`config.mk`:
```
export PLATFORM = sky130hd
export DESIGN_NAME = icache_ctl
export DESIGN_NICKNAME = d
export VERILOG_FILES = /design/src/rtl/icc_pkg.sv /design/src/rtl/icc_inv_seq.sv /design/src/rtl/icc_monitor.sv /design/src/rtl/icache_ctl.sv
export SDC_FILE = /design/constraint.sdc
export NUM_CORES = 1
export LEC_CHECK = 0
export CAP_MARGIN = 40
export CORE_ASPECT_RATIO = 0.8
export CORE_MARGIN = 2
export CORE_UTILIZATION = 46
export DETAILED_ROUTE_END_ITERATION = 7
export GPL_TIMING_DRIVEN = 0
export PLACE_DENSITY_LB_ADDON = 0.08
export SLEW_MARGIN = 20
export SYNTH_ARGS = -nofsm -noshare
export SYNTH_HDL_FRONTEND = slang
export SYNTH_SLANG_ARGS = --single-unit
```
`constraint.sdc`:
```
create_clock -name clk -period 2.7 [get_ports clk]
set_clock_uncertainty 0.15 [all_clocks]
set_input_delay 0.675 -clock clk [delete_from_list [all_inputs] [get_ports clk]]
set_output_delay 0.675 -clock clk [all_outputs]
set_load 0.01 [all_outputs]
```
`src/rtl/icc_pkg.sv`:
```
package icc_pkg;
    typedef enum logic [1:0] {
        SEQ_IDLE = 2'd0,
        SEQ_WALK = 2'd1,
        SEQ_DONE = 2'd2
    } seq_state_t;

    localparam logic [7:0] OFS_CTL  = 8'h00;
    localparam logic [7:0] OFS_STAT = 8'h04;
    localparam logic [7:0] OFS_IE   = 8'h08;
    localparam logic [7:0] OFS_CLR  = 8'h0C;
    localparam logic [7:0] OFS_HIT  = 8'h10;
    localparam logic [7:0] OFS_MISS = 8'h14;

    localparam int B_EN   = 0;
    localparam int B_INV  = 1;
    localparam int B_WAY  = 2;
    localparam int B_HEN  = 16;
    localparam int B_MEN  = 17;
    localparam int B_HRST = 18;
    localparam int B_MRST = 19;

    localparam int F_BUSY = 0;
    localparam int F_FIN  = 1;
    localparam int F_ERR  = 2;
endpackage

```
`src/rtl/icc_inv_seq.sv`:
```
module icc_inv_seq
    import icc_pkg::*;
#(
    parameter int LINES      = 512,
    parameter int ASSOC_WAYS = 2,
    localparam int IDX_W     = $clog2(LINES)
) (
    input  logic             clk,
    input  logic             rst_n,
    input  logic             start,
    input  logic             assoc_mode,
    output logic             busy,
    output logic             done,
    output logic             line_valid,
    output logic [IDX_W-1:0] line_idx
);
    localparam logic [IDX_W-1:0] LAST_DM = IDX_W'(LINES - 1);
    localparam logic [IDX_W-1:0] LAST_SA = IDX_W'(LINES / ASSOC_WAYS - 1);

    seq_state_t       st_q, st_d;
    logic [IDX_W-1:0] idx_q, last_q;

    // state register
    always_ff @(posedge clk or negedge rst_n) begin
        if (!rst_n) st_q <= SEQ_IDLE;
        else        st_q <= st_d;
    end

    always_comb begin
        st_d = st_q;
        unique case (st_q)
            SEQ_IDLE: if (start) st_d = SEQ_WALK;
            SEQ_WALK: if (idx_q == last_q) st_d = SEQ_DONE;
            SEQ_DONE: st_d = SEQ_IDLE;
            default:  st_d = SEQ_IDLE;
        endcase
    end

    always_ff @(posedge clk or negedge rst_n) begin
        if (!rst_n) begin
            idx_q  <= '0;
            last_q <= LAST_SA;
        end else if (st_q == SEQ_IDLE && start) begin
            idx_q  <= '0;
            last_q <= assoc_mode ? LAST_SA : LAST_DM;
        end else if (st_q == SEQ_WALK) begin
            idx_q  <= idx_q + 1'b1;
        end
    end

    // outputs
    always_comb begin
        busy       = (st_q != SEQ_IDLE);
        line_valid = (st_q == SEQ_WALK);
        done       = (st_q == SEQ_DONE);
        line_idx   = idx_q;
    end
endmodule

```
`src/rtl/icc_monitor.sv`:
```
module icc_monitor #(
    parameter int W = 16
) (
    input  logic         clk,
    input  logic         rst_n,
    input  logic         en,
    input  logic         hold_zero,
    input  logic         evt,
    output logic [W-1:0] count
);
    localparam logic [W-1:0] TOP = '1;

    always_ff @(posedge clk or negedge rst_n) begin
        if (!rst_n)                          count <= '0;
        else if (hold_zero)                  count <= '0;
        else if (en && evt && count != TOP)  count <= count + 1'b1;
    end
endmodule

```
`src/rtl/icache_ctl.sv`:
```
module icache_ctl
    import icc_pkg::*;
#(
    parameter int ADDR_W      = 8,
    parameter int CACHE_BYTES = 8192,
    parameter int LINE_BYTES  = 16,
    parameter int ASSOC_WAYS  = 2,
    parameter int HIT_W       = 32,
    parameter int MISS_W      = 16,
    localparam int LINES      = CACHE_BYTES / LINE_BYTES,
    localparam int IDX_W      = $clog2(LINES)
) (
    input  logic              clk,
    input  logic              rst_n,
    input  logic              bus_sel,
    input  logic              bus_wr,
    input  logic [ADDR_W-1:0] bus_addr,
    input  logic [31:0]       bus_wdata,
    output logic [31:0]       bus_rdata,
    input  logic              hit_strobe,
    input  logic              miss_strobe,
    input  logic              err_strobe,
    output logic              cache_en,
    output logic              way_assoc,
    output logic              inv_line_valid,
    output logic [IDX_W-1:0]  inv_line_idx,
    output logic              irq
);
    logic en_q, way_q, hen_q, men_q, hrst_q, mrst_q;
    logic ie_fin_q, ie_err_q, fin_q, err_q;
    logic seq_busy, seq_done;
    logic [HIT_W-1:0]  hit_cnt;
    logic [MISS_W-1:0] miss_cnt;

    logic wr_ctl, wr_ie, wr_clr, launch;
    assign wr_ctl = bus_sel && bus_wr && (bus_addr == ADDR_W'(OFS_CTL));
    assign wr_ie  = bus_sel && bus_wr && (bus_addr == ADDR_W'(OFS_IE));
    assign wr_clr = bus_sel && bus_wr && (bus_addr == ADDR_W'(OFS_CLR));
    assign launch = wr_ctl && bus_wdata[B_INV] && !seq_busy;

    always_ff @(posedge clk or negedge rst_n) begin
        if (!rst_n) begin
            en_q <= 1'b0; way_q <= 1'b1;
            hen_q <= 1'b0; men_q <= 1'b0; hrst_q <= 1'b0; mrst_q <= 1'b0;
        end else if (wr_ctl) begin
            en_q   <= bus_wdata[B_EN];
            if (!en_q) way_q <= bus_wdata[B_WAY];
            hen_q  <= bus_wdata[B_HEN];
            men_q  <= bus_wdata[B_MEN];
            hrst_q <= bus_wdata[B_HRST];
            mrst_q <= bus_wdata[B_MRST];
        end
    end

    always_ff @(posedge clk or negedge rst_n) begin
        if (!rst_n) begin
            ie_fin_q <= 1'b0; ie_err_q <= 1'b0;
        end else if (wr_ie) begin
            ie_fin_q <= bus_wdata[F_FIN];
            ie_err_q <= bus_wdata[F_ERR];
        end
    end

    // sticky flags: set wins over a same-cycle clear
    always_ff @(posedge clk or negedge rst_n) begin
        if (!rst_n) begin
            fin_q <= 1'b0; err_q <= 1'b0;
        end else begin
            if (seq_done)                        fin_q <= 1'b1;
            else if (wr_clr && bus_wdata[F_FIN]) fin_q <= 1'b0;
            if (err_strobe)                      err_q <= 1'b1;
            else if (wr_clr && bus_wdata[F_ERR]) err_q <= 1'b0;
        end
    end

    icc_inv_seq #(.LINES(LINES), .ASSOC_WAYS(ASSOC_WAYS)) u_seq (
        .clk(clk), .rst_n(rst_n), .start(launch), .assoc_mode(way_q),
        .busy(seq_busy), .done(seq_done),
        .line_valid(inv_line_valid), .line_idx(inv_line_idx)
    );

    icc_monitor #(.W(HIT_W)) u_hit (
        .clk(clk), .rst_n(rst_n), .en(hen_q), .hold_zero(hrst_q),
        .evt(hit_strobe), .count(hit_cnt)
    );

    icc_monitor #(.W(MISS_W)) u_miss (
        .clk(clk), .rst_n(rst_n), .en(men_q), .hold_zero(mrst_q),
        .evt(miss_strobe), .count(miss_cnt)
    );

    always_comb begin
        bus_rdata = '0;
        case (bus_addr)
            ADDR_W'(OFS_CTL): begin
                bus_rdata[B_EN]   = en_q;
                bus_rdata[B_INV]  = seq_busy;
                bus_rdata[B_WAY]  = way_q;
                bus_rdata[B_HEN]  = hen_q;
                bus_rdata[B_MEN]  = men_q;
                bus_rdata[B_HRST] = hrst_q;
                bus_rdata[B_MRST] = mrst_q;
            end
            ADDR_W'(OFS_STAT): begin
                bus_rdata[F_BUSY] = seq_busy;
                bus_rdata[F_FIN]  = fin_q;
                bus_rdata[F_ERR]  = err_q;
            end
            ADDR_W'(OFS_IE): begin
                bus_rdata[F_FIN] = ie_fin_q;
                bus_rdata[F_ERR] = ie_err_q;
            end
            ADDR_W'(OFS_HIT):  bus_rdata = 32'(hit_cnt);
            ADDR_W'(OFS_MISS): bus_rdata = 32'(miss_cnt);
            default:           bus_rdata = '0;
        endcase
    end

    assign cache_en  = en_q;
    assign way_assoc = way_q;
    assign irq       = (fin_q && ie_fin_q) || (err_q && ie_err_q);
endmodule

```
## Word-level counts from Yosys, hierarchy flattened

Index checks and enable logic that the tools add are counted.

- $add $sub $neg: 3
- Eq/ne operators: 12
- Multiplexer cells: 19
- Bitwise operators: 1
- Reduce and logical (&&, ||, !) cells: 27

Operators with widths:

| operator | count |
|---|---|
| 32-bit two-way mux | 2 |
| 32-bit by 1-bit adder with 32-bit output (second input constant) | 1 |
| 16-bit two-way mux | 2 |
| 32-bit != test (second input constant) | 1 |
| 9-bit two-way mux | 3 |
| 13-bit one-hot mux with 2 select lines | 1 |
| 16-bit by 1-bit adder with 16-bit output (second input constant) | 1 |
| 8-bit by 4-bit == test with 1-bit output (second input constant) | 2 |
| 8-bit by 5-bit == test with 1-bit output (second input constant) | 2 |
| 16-bit != test (second input constant) | 1 |
| 1-bit logical AND | 15 |
| 12-bit two-way mux | 1 |
| 2-bit nonzero test | 6 |
| 2-bit one-hot mux with 5 select lines | 1 |
| 9-bit by 1-bit adder with 9-bit output (second input constant) | 1 |
| 9-bit == test | 1 |
| 8-bit by 3-bit == test with 1-bit output (second input constant) | 1 |
| 8-bit logical NOT | 1 |
| 4-bit one-hot mux with 2 select lines | 1 |
| 1-bit two-way mux | 4 |
| 2-bit two-way mux | 2 |
| 2-bit by 1-bit != test with 1-bit output (second input constant) | 2 |
| 1-bit one-hot mux with 4 select lines | 1 |
| 2-bit one-hot mux with 2 select lines | 1 |
| 7 further kinds | 8 |

- Register bits: 78
- Bits of input ports: 47
- Output and inout port bits: 45
- Word-level logic and storage cells: 77

## Longest topological paths before layout

- Word-level depth: 6
- Depth in mapped cells: 8
- Mapped depth without buffers: 6

## Cells and area by module

From an unflattened synthesis, not the netlist that was laid out.

- Cells, all modules: 452
- Area, all modules: 4237.8 um^2

Modules (own cells, without submodules):

| module | instances | cells each | area each (um^2) |
|---|---|---|---|
| icc_monitor at u_hit | 1 | 193 | 1769.2 |
| icache_ctl | 1 | 99 | 959.7 |
| icc_monitor at u_miss | 1 | 103 | 920.9 |
| icc_inv_seq | 1 | 57 | 588.1 |

## Least setup slack after synthesis

OpenSTA, ideal clock, no wires.

- Kind: in2out
- Start point: input bus_addr[3]
- End point: output bus_rdata[20]
- Arrival time: 2113 ps
- Required time: 1875 ps
- Path slack: -238 ps
- Cell stages on the path: 7
- Path buffers: 2
- Path through: or3_1 clkbuf_1 nor4_1 nand2_1 nor2_2 clkbuf_1 and2_1

- Word-level cells in the longest chain between the ends: 2

Ends and longest elaborated chain:

| element | RTL line | source |
|---|---|---|
| start, declared | icache_ctl.sv:17 | `input logic [ADDR_W-1:0] bus_addr,` |
| 8-bit by 5-bit == test with 1-bit output | icache_ctl.sv:94 | `case (bus_addr)` |
| 12-bit two-way mux | icache_ctl.sv:94 |  |
| end, declared | icache_ctl.sv:19 | `output logic [31:0] bus_rdata,` |

No other way between the ends.

## Final worst setup path

- Start point: input bus_addr[0]
- End point: output bus_rdata[2]

- Word-level cells in the longest chain between the ends: 2
- Elaborated cells between the ends (all ways): 6
- Those cells by class: 4 x eq/ne; 1 x mux; 1 x reduce/logical

Ends and longest elaborated chain:

| element | RTL line |
|---|---|
| 8-bit by 5-bit == test with 1-bit output, or another cell as far along | icache_ctl.sv:94 |
| 2-bit one-hot mux with 5 select lines (*) | icache_ctl.sv:94 |

Every way passes the cells marked *; elsewhere a longest branch is shown, timed or not.

==> run summary <==
====================================================================================
Startpoint of the lowest-slack register-to-register path .............. u_hit.count[20]
Pins over their slew limit ............................................            0
Clock sink count ......................................................           70
Busiest layer in global routing .......................................         met2
Power per standard cell area ..........................................   485 nW/um2
Synth Cell Area .......................................................     4180 um2
Family with the most delay on the worst path .......................... simple AND/OR/NAND/NOR gates
Final clock period utilization by the worst path ......................         114%
Average wire per standard cell ........................................      17.4 um
Antenna diodes ........................................................            0
Main area contributors after synthesis ................................ dfrtp_1 (41%), nor2_1 (6.0%), mux2i_1 (4.3%)
Worst setup SP type ................................................... primary input
Placeable core region .................................................     8960 um2
Total die area ........................................................     9880 um2
Setup WS pre-CTS ......................................................     -1310 ps
Initial standard-cell utilization of the core .........................        46.7%
Synth-to-Final Area Change ............................................        32.4%
Net Sw Power ..........................................................     0.681 mW
Gate Count Post-Synth .................................................          452
Ratio of cells with drive above 1 in the final layout .................        27.2%
FP Rows ...............................................................           31
Setup crit end kind ................................................... primary output
Portion of total power attributed to sequential cells .................        43.7%
Vias/cell .............................................................         5.88
Cell mode on critical path ............................................        buf_6
Warning count from the yosys run ......................................            0
PnR worst setup slack .................................................      -385 ps
Global routing usage on met2 ..........................................        37.3%
Maximum clock frequency ...............................................    0.324 GHz
Actual slew at the worst max-slew pin .................................       808 ps
Antenna violations before repair ......................................            0
Count of endpoints failing hold in the final timing report ............            0
Clock-pin slew on the worst setup and hold paths ......................        60 ps
Internal power summed over all cells ..................................      2.00 mW
Placer congestion estimate ............................................        0.873
Global routing usage on met1 ..........................................        35.3%
Synthesized net count .................................................          502
Clock network latency to the later pin of the worst-skew pair .........       330 ps
Number of clock buffers inserted by TritonCTS .........................            9
Design Power ..........................................................      2.68 mW
Max-Slew Margin vs Limit ..............................................        45.7%
Dominant synthesized flop cell ........................................      dfrtp_1
Setup repair after global routing missed its margin ...................         true
Die extent in y .......................................................      89.3 um
Most frequent cell after synthesis ....................................      dfrtp_1
Count of input and output buffers .....................................           65
Result of the run ..................................................... finished with violations
Relative contribution of the clock network to total power .............        45.4%
Sw Share ..............................................................        25.4%
Leakage dissipation ...................................................      2.43 nW
R2R Setup Slk .........................................................       320 ps
Met3 track demand over resource .......................................        4.54%
Routed Wire Length ....................................................      11.6 mm
Remaining antenna violation count .....................................            0
Delay of the slowest critical-path stage ..............................       500 ps
Ports placed on the boundary ..........................................           92
Die span in x .........................................................       111 um
CP arrival ............................................................      2260 ps
Post-synthesis sequential area ratio ..................................        41.9%
Largest net degree at the start of global routing .....................           44
Depth of the most critical reg-to-reg path ............................            5
Share of flip-flops with an asynchronous set or reset .................         100%
Maximum level of the CTS H-tree .......................................            3
Required time of the critical path ....................................      1880 ps
Max-cap violation count ...............................................            0
Buffers from clock root to sink, at most ..............................            2
Count of buffering cells on the critical path with inverters included .            4
Maximum fanout along the worst path ...................................            2
Placed wire-length estimate after detailed placement ..................      8.04 mm
Final critical delay including setup and external delays ..............      3090 ps
CTS tree ..............................................................         done
Proportion of netlist area held by the largest area contributor .......        41.3%
Number of DRC violations after detailed-routing iteration 0 ...........          375
Ordered cell list for the critical path ............................... buf_6 -> or3_4 -> buf_4 -> buf_6 -> or4_4 -> o22ai_2 -> buf_2
Global router's overall resource usage ................................        24.3%
DRC violation count after routing .....................................            0
Violations in the final reports ....................................... setup timing
First-pass detailed-route iteration total .............................            5
Setup violations, final ...............................................           32
Share of power burned in combinational logic ..........................        11.0%
Critical setup path kind .............................................. primary input to primary output
Number of enable-type register cells in the synthesized netlist .......            0
Largest area contributor in the synthesized netlist ...................      dfrtp_1
Final Non-Filler Cells ................................................          666
Buffer type at the clock tree root ....................................    clkbuf_16
First-pass GRT wire length ............................................      19.1 mm
# placed instances ....................................................          634
Count of vias placed by the detailed router ...........................         3915
Number of synthesized register bits ...................................           70
Layout filler cell count ..............................................          764
Distinct cells, synth .................................................           53
Overflow left after global routing ....................................            0
Class of the worst hold path .......................................... primary input to async pin
Summed negative setup slack over all endpoints ........................     -8010 ps
Master of the slowest instance on the critical path ...................        or4_4
Peak supply drop ......................................................   0.000533 V
Vias in the first global route ........................................         3639
Number of nets at the end of the flow .................................          596
Commonest cells post-synth ............................................ dfrtp_1 (69), nor2_1 (67), nand2_1 (24), nand4_1 (23), nand3_1 (21)
Endpoint of the worst register-to-register path ....................... u_hit.count[13]
Average cell area after synthesis .....................................     9.26 um2
====================================================================================
[layout make-up]
type / instances / area, um2 / share of cell area (%)
Multi-Input combinational cell: 355 / 2460 / 44.4
Sequential cell: 70 / 1750 / 31.7
Timing Repair Buffer: 87 / 759 / 13.7
Clock buffer: 10 / 239 / 4.31
Tap cell: 115 / 144 / 2.60
Buffer: 17 / 91.3 / 1.65
Clock inverter: 6 / 70.1 / 1.26
Inverter: 6 / 22.5 / 0.407
[worst register-to-register path, cell delays in order (launching register included)]
cell and delay [ps]:
dfrtp_1 480, nand3_1 220, nor4_2 760, a21oi_1 190, nand4_1 140, mux2_2 330
[kinds of logic (layout without fill, tap and decap cells)]
kind of cell	Yosys count	in the layout	share of synthesized area (%)
xor+xnor	29	29	6.07
buf+inv	27	126	2.72
simple gates	214	214	27.5
mux	34	34	8.61
compound gates	75	75	12.3
flops	70	70	41.9
fa+ha+maj	3	3	0.897
[metal layers]
layer  part of all wire (%)  up-vias
met3                    4.9       22
met1                     50     1903
met4                    1.5        0
met2                     44      139
li1                       -     1851
met5                      0        -
[power groups by stage]
stage | Sequential, mW | Clock, mW | Combinational, mW
2_1_floorplan | 1.19 | 0 | 0.125
3_3_place_gp | 1.18 | 0 | 0.277
3_5_place_dp | 1.19 | 0 | 0.287
4_1_cts | 1.17 | 1.24 | 0.295
5_1_grt | 1.18 | 1.28 | 0.322
6_report | 1.17 | 1.22 | 0.294
[stage by stage]
step | cell area (um2) | utilization, % | hold slack [ps]
2_1_floorplan | 4270 | - | 229
3_3_place_gp | 5060 | 56.5 | 342
3_5_place_dp | 5090 | 56.8 | 352
4_1_cts | 5550 | 62.0 | 126
5_1_grt | 5540 | 61.8 | 143
6_report | 5540 | 61.8 | 118
[cell usage in the layout, fill, tap and decap left out, drive strengths merged, types with 2 or more instances in the layout]
cell,count
o22ai,2
inv,7
a22oi,2
clkdlybuf4s50,25
nor4,11
nand4,24
nand2,24
or2,2
or3,6
nand3,21
and3,13
a21o,3
a211oi,5
o211ai,3
clkbuf,26
dfrtp,69
buf,62
nor2,68
clkinvlp,3
mux2i,18
and2,14
nor3,9
and4,5
a31oi,7
o31ai,4
mux2,16
ha,3
xnor2,17
a22o,11
nand2b,3
xor2,12
a21oi,14
nor2b,5
o21ai,17
or4,8
[how the worst max path moves through the flow]
stage,startpoint,to,slack (ps),cells after the start
floorplan,bus_addr[3],bus_rdata[20],-80,7
global placement,rst_n,u_miss.count[8],-1710,1
detailed placement,bus_addr[3],bus_rdata[28],-1310,9
CTS,bus_addr[3],bus_rdata[28],-550,11
global route,bus_addr[0],bus_rdata[28],-450,10
finish,bus_addr[0],bus_rdata[2],-390,7
[flip-flops by register name (all words and copies together), names as in the netlist]
signal and cells:
cache_en 1, err_q 1, fin_q 1, hen_q 1
hrst_q 1, ie_err_q 1, ie_fin_q 1, men_q 1
mrst_q 1, u_hit.count 32, u_miss.count 16, u_seq.last_q 1
u_seq.line_idx 9, u_seq.st_q 2, way_assoc 1
[repair_timing]
| item | 4_1_cts | 5_1_grt |
|---|---|---|
| resized for setup | 177 | 28 |
| setup buffers | 15 | 4 |
| hold buffers | 0 | 0 |
| pin swaps | 9 | 13 |
| gates cloned | 1 | 0 |
| endpoints found under the setup margin | 44 | 34 |
No activity file was read; power rests on OpenSTA's default activity.
